$ cat src/rtl/xcvr_pkg.sv
package xcvr_pkg;

    typedef enum logic [1:0] {
        LM_OFF  = 2'b00,
        LM_OPEN = 2'b01,
        LM_HOLD = 2'b10
    } latch_mode_t;

    typedef struct packed {
        logic held;
    } cell_state_t;

    function automatic latch_mode_t decode_mode(input logic ce_n, input logic le_n);
        if (ce_n)
            return LM_OFF;
        else if (!le_n)
            return LM_OPEN;
        else
            return LM_HOLD;
    endfunction

endpackage

$ cat src/rtl/xcvr_bit_cell.sv
module xcvr_bit_cell
    import xcvr_pkg::*;
(
    input  logic clk,
    input  logic rst_n,
    input  logic capture,
    input  logic din,
    output logic dout
);

    cell_state_t st_d;
    cell_state_t st_q;

    always_comb begin
        st_d = st_q;
        if (capture)
            st_d.held = din;
    end

    always_ff @(posedge clk or negedge rst_n) begin
        if (!rst_n)
            st_q <= '0;
        else
            st_q <= st_d;
    end

    assign dout = st_q.held;

endmodule

$ cat src/rtl/xcvr_dir_path.sv
module xcvr_dir_path
    import xcvr_pkg::*;
#(
    parameter int WIDTH = 8
) (
    input  logic             clk,
    input  logic             rst_n,
    input  logic             ce_n,
    input  logic             le_n,
    input  logic             oe_n,
    input  logic [WIDTH-1:0] src,
    output logic [WIDTH-1:0] dst,
    output logic             drive
);

    latch_mode_t mode;
    logic        capture;

    always_comb begin
        mode    = decode_mode(ce_n, le_n);
        capture = (mode == LM_OPEN);
        drive   = !ce_n && !oe_n;
    end

    for (genvar i = 0; i < WIDTH; i++) begin : g_bit
        xcvr_bit_cell cell_i (
            .clk     (clk),
            .rst_n   (rst_n),
            .capture (capture),
            .din     (src[i]),
            .dout    (dst[i])
        );
    end

endmodule

$ cat src/rtl/bidir_latch_xcvr.sv
module bidir_latch_xcvr #(
    parameter int WIDTH = 8
) (
    input  logic             clk,
    input  logic             rst_n,
    input  logic [WIDTH-1:0] a_in,
    output logic [WIDTH-1:0] a_out,
    output logic             a_oe,
    input  logic [WIDTH-1:0] b_in,
    output logic [WIDTH-1:0] b_out,
    output logic             b_oe,
    input  logic             ab_ce_n,
    input  logic             ab_le_n,
    input  logic             ab_oe_n,
    input  logic             ba_ce_n,
    input  logic             ba_le_n,
    input  logic             ba_oe_n
);

    xcvr_dir_path #(.WIDTH(WIDTH)) ab_path_i (
        .clk   (clk),
        .rst_n (rst_n),
        .ce_n  (ab_ce_n),
        .le_n  (ab_le_n),
        .oe_n  (ab_oe_n),
        .src   (a_in),
        .dst   (b_out),
        .drive (b_oe)
    );

    xcvr_dir_path #(.WIDTH(WIDTH)) ba_path_i (
        .clk   (clk),
        .rst_n (rst_n),
        .ce_n  (ba_ce_n),
        .le_n  (ba_le_n),
        .oe_n  (ba_oe_n),
        .src   (b_in),
        .dst   (a_out),
        .drive (a_oe)
    );

endmodule

$ cat config.mk
export PLATFORM = sky130hd
export DESIGN_NAME = bidir_latch_xcvr
export DESIGN_NICKNAME = d
export VERILOG_FILES = /design/src/rtl/xcvr_pkg.sv /design/src/rtl/xcvr_bit_cell.sv /design/src/rtl/xcvr_dir_path.sv /design/src/rtl/bidir_latch_xcvr.sv
export SDC_FILE = /design/constraint.sdc
export NUM_CORES = 1
export LEC_CHECK = 0
export CELL_PAD_IN_SITES_DETAIL_PLACEMENT = 0
export CELL_PAD_IN_SITES_GLOBAL_PLACEMENT = 1
export CORE_MARGIN = 2
export CORE_UTILIZATION = 39
export CTS_CLUSTER_SIZE = 14
export DETAILED_ROUTE_END_ITERATION = 12
export DONT_BUFFER_PORTS = 1
export PLACE_DENSITY = 0.65
export RECOVER_POWER = 100
export SLEW_MARGIN = 5
export SYNTH_ARGS = -nofsm -noshare
export SYNTH_HDL_FRONTEND = slang
export SYNTH_SLANG_ARGS = --single-unit
$ cat constraint.sdc
create_clock -name clk -period 0.9 [get_ports clk]
set_clock_uncertainty 0.15 [all_clocks]
set_input_delay 0.09 -clock clk [delete_from_list [all_inputs] [get_ports clk]]
set_output_delay 0.09 -clock clk [all_outputs]
set_load 0.01 [all_outputs]
### After elaboration in Yosys (flattened, before gate mapping)

Cells that the tools add are included.

| storage, ports and cells | value |
|---|---|
| input port bits | 24 |
| logic and storage cells | 28 |
| flip-flop bits (word level) | 16 |
| ROM bits | 0 |
| memories | 0 |
| output and inout bits | 18 |
| latch bits | 0 |
| memory bits (writable) | 0 |

| cells by class | value |
|---|---|
| add/sub/neg operators | 0 |
| div/mod/pow operators | 0 |
| equality and inequality tests | 2 |
| shifts and indexed selects | 0 |
| $mul | 0 |
| bitwise gates (word level) | 0 |
| order comparisons | 0 |
| muxes and demuxes | 4 |
| reductions and logical operators | 6 |

Operators by type and width:

| cell | number |
|---|---|
| 2-bit 2-to-1 mux | 4 |
| 2-bit by 1-bit equality test with 1-bit output (second input constant) | 2 |
| 1-bit logical NOT | 4 |
| 1-bit logical AND | 2 |

### Longest topological paths before layout

| depth | value |
|---|---|
| depth in word-level cells | 3 |
| mapped depth | 2 |

### Cells and area by module

From an unflattened synthesis, not the netlist that was laid out.

| unflattened totals | value |
|---|---|
| cells, all modules | 36 |
| area total of the unflattened synthesis | 655.6 sq um |

By module, submodules not included:

| module | instances | area each (sq um) | cells an instance | seq. area each (sq um) |
|---|---|---|---|---|
| xcvr_bit_cell | 16 | 40.0 | 2 | 25.0 |
| xcvr_dir_path | 2 | 7.5 | 2 | 0.0 |

### Worst setup path before layout

Ideal clock, no wire load.

| timing | value |
|---|---|
| kind | input port to flip-flop |
| start | in ab_ce_n |
| end | reg ab_path_i.g_bit[0].cell_i.st_q |
| setup time | 0.125 ns |
| slack | 0.015 ns |
| cell stages on the path | 2 |
| arrival | 0.610 ns |
| cells stage by stage | nor2_4 mux2_2 |

| between the ends | value |
|---|---|
| word-level cells in the longest chain between the ends | 2 |

RTL lines:

| what | RTL line | source |
|---|---|---|
| from (decl) | bidir_latch_xcvr.sv:12 | `input logic ab_ce_n,` |
| 2-bit 2-to-1 mux | xcvr_pkg.sv:14 | `if (ce_n)` |
| 2-bit by 1-bit equality test with 1-bit output | xcvr_dir_path.sv:21 | `capture = (mode == LM_OPEN);` |
| to (signal assigned) | xcvr_bit_cell.sv:24 | `st_q <= st_d;` |
| to (decl) | xcvr_bit_cell.sv:12 | `cell_state_t st_q;` |

No other way between the ends.
A chain may end at the register's enable or synchronous reset.

### Worst setup path after layout

| timing | value |
|---|---|
| start | reg ba_path_i.g_bit[4].cell_i.st_q |
| end | out a_out[4] |

RTL lines:

| what | RTL line | source |
|---|---|---|
| from (decl) | xcvr_bit_cell.sv:12 |  |
| from (signal assigned) | xcvr_bit_cell.sv:24 |  |
| to (decl) | bidir_latch_xcvr.sv:7 | `output logic [WIDTH-1:0] a_out,` |

No word-level cell between the ends.

==> flow_metrics.tcl <==
set metrics [dict create \
    crit_slowest_cell "dfrtp_1" \
    synth.net_count 76 \
    post-place-ws_ns -0.0429 \
    synth_cell_type_count 5 \
    finalHoldViolCount 32 \
    slew_headroom_pct 45.4 \
    arrival_ns 0.81 \
    synth-seq-cells 16 \
    overflow 0 \
    numCtsBuffers 3 \
    wl_um 1330 \
    antenna_left 0 \
    clock_latency_ns 0.27 \
    utilization_pct 61.6 \
    wl_per_cell_um 13.1 \
    syn_area_um2 731 \
    ys_warn_count 0 \
    dieHeight_um 47.3 \
    synth_common_cells "16 x buf_4, 16 x dfrtp_1, 16 x mux2_2" \
    h-tree-depth 1 \
    critPathBufInv 1 \
    synth_edf_count 0 \
    stdcell_area_mm2 0.00107 \
    grt_pass1_vias 484 \
    worst_ep_required_time_ns 0.66 \
    cts_tree "yes" \
    io_pins 42 \
    syn_avg_cell_area_um2 14.1 \
    clk_pin_slew_ns 0.09 \
    p_leak_nw 0.475 \
    setup-tns-final_ns -2.99 \
    dr.first_iter.drc_count 3 \
    netlist_instances 52 \
    min_path_type "input port to asynchronous set/reset pin" \
    crit_type "flop to output port" \
    clockBufferDepth 2 \
    grt_pass1_wl_um 1900 \
    cts_hold_buf 17 \
    clock-sinks 16 \
    holdWs_ns -0.273 \
    cpPeakStageDelay_ns 0.41 \
    cp_top_family "flip-flops" \
    dieWidth_um 47.3 \
    cp-start-kind "flop" \
    route.detailed.drc 0 \
    synth-seq-area-share_pct 54.8 \
    die_area_mm2 0.00224 \
    nets 102 \
    row_count 15 \
    antenna_found_initial 0 \
    path_cells "buf_6" \
    grt_max_degree 17 \
    fmaxAchievable_ghz 0.949 \
    violations "hold timing, setup timing" \
    dp_hpwl_um 907 \
    synth_top_area_share_pct 54.8 \
    start_util_pct 41.9 \
    via_count 458 \
    period_share_pct 117 \
    setup_slack_ns -0.153 \
    drv_cap 0 \
    p_per_area_mw_per_mm2 1780 \
    worst_slew_pin_slew_ns 0.818 \
    worstSetupEndpointType "output port" \
    slew_violations 0 \
    grt_usage_pct 12.3 \
    gp_congestion 0.628 \
    syn2layout_area_growth_pct 47.1 \
    ys_async_sr_fraction_pct 100 \
    ir_drop_mv 0.933 \
    fin_cells 102 \
    core_mm2 0.00175 \
    drt_pass1_iterations 3 \
    synth-main-ff-cell "dfrtp_1" \
    numPortBuffers 0 \
    layout-drive-gt1-share_pct 54.5 \
    synth_top_area_cell "dfrtp_1" \
    fin_crit_ns 1.05 \
    root_buffer "clkbuf_4" \
    antenna_cells 0 \
    outcome "complete, but fails checks" \
    dp.cells 77 \
    rsz0062_at_grt "true" \
    place_area_um2 762 \
    setup-violations-final 32 \
    crit_fanout 2 \
    vias_per_cell 4.49 \
    synthTopCellsByArea "dfrtp_1 55%, mux2_2 25%, buf_4 16%, nor2_4 3.1%, nor2_1 1.0%" \
]
==> path summary, 6_finish.rpt <==
path	from	end	slack, ns	cells after the start
setup / recovery	ba_path_i.g_bit[4].cell_i.dout	a_out[4]	-0.15	1
hold / removal	rst_n	ab_path_i.g_bit[5].cell_i.dout	-0.27	1
setup reg to reg	ba_path_i.g_bit[6].cell_i.dout	ba_path_i.g_bit[6].cell_i.dout	-0.14	2
hold reg to reg	ab_path_i.g_bit[7].cell_i.dout	ab_path_i.g_bit[7].cell_i.dout	0.39	1
max in group asynchronous	rst_n	ba_path_i.g_bit[0].cell_i.dout	0.37	1
min in group clk	ba_le_n	ba_path_i.g_bit[4].cell_i.dout	-0.08	2
==> where the power goes <==
group / total (mW) / switching [mW] / internal [mW]
Combinational: 0.553 / 0.170 / 0.383
Clock: 0.452 / 0.206 / 0.246
Sequential: 0.906 / 0.0802 / 0.825
Total: 1.91 / 0.456 / 1.45
==> sequential cells by signal (all words and copies together) (netlist names) <==
signal and cells:
ba_path_i.g_bit.cell_i.dout 8, ab_path_i.g_bit.cell_i.dout 8
==> cell families (layout without fill, tap and decap cells) <==
family	after synthesis	in the layout	share of synthesized area, %
AND/OR/NAND/NOR	4	4	4.11
multiplexers	16	16	24.7
flip-flops	16	16	54.8
buffers and inverters	16	41	16.4
==> layout make-up <==
class / count / area [um^2]
Multi-Input combinational cell: 20 / 218
Fill cell: 136 / 671
Tap cell: 25 / 31.3
Clock buffer: 4 / 36.3
Timing Repair Buffer: 37 / 389
Sequential cell: 16 / 400
==> routing by layer <==
layer	global-route usage, %	up-vias	share of wire [%]	wire, um
met2	24.9	34	56	745
met3	3.08	0	11	146
met5	0	-	0	0
li1	-	209	-	-
met4	5.00	0	0	0
met1	11.3	215	33	442
==> layout by cell type, fill, tap and decap left out <==
| master | instances |
|---|---|
| dfrtp_1 | 16 |
| buf_6 | 20 |
| mux2_4 | 2 |
| nor2_1 | 2 |
| clkbuf_1 | 1 |
| clkbuf_4 | 3 |
| clkbuf_8 | 1 |
| dlygate4sd3_1 | 16 |
| mux2_2 | 14 |
| nor2_4 | 2 |
==> repair_timing <==
item	in CTS	in global routing
gates resized for setup	16	7
hold endpoints to repair	32	32
setup buffers	3	1
setup endpoints to repair	24	48
==> stage by stage <==
step                hold slack, ns  power, mW
floorplan                   -0.356       1.21
detailed placement          -0.355       1.25
CTS                        -0.0721       1.90
finish                      -0.273       1.91
global route                -0.212       2.02
global placement            -0.355       1.24
(Power assumes the default switching activity.)
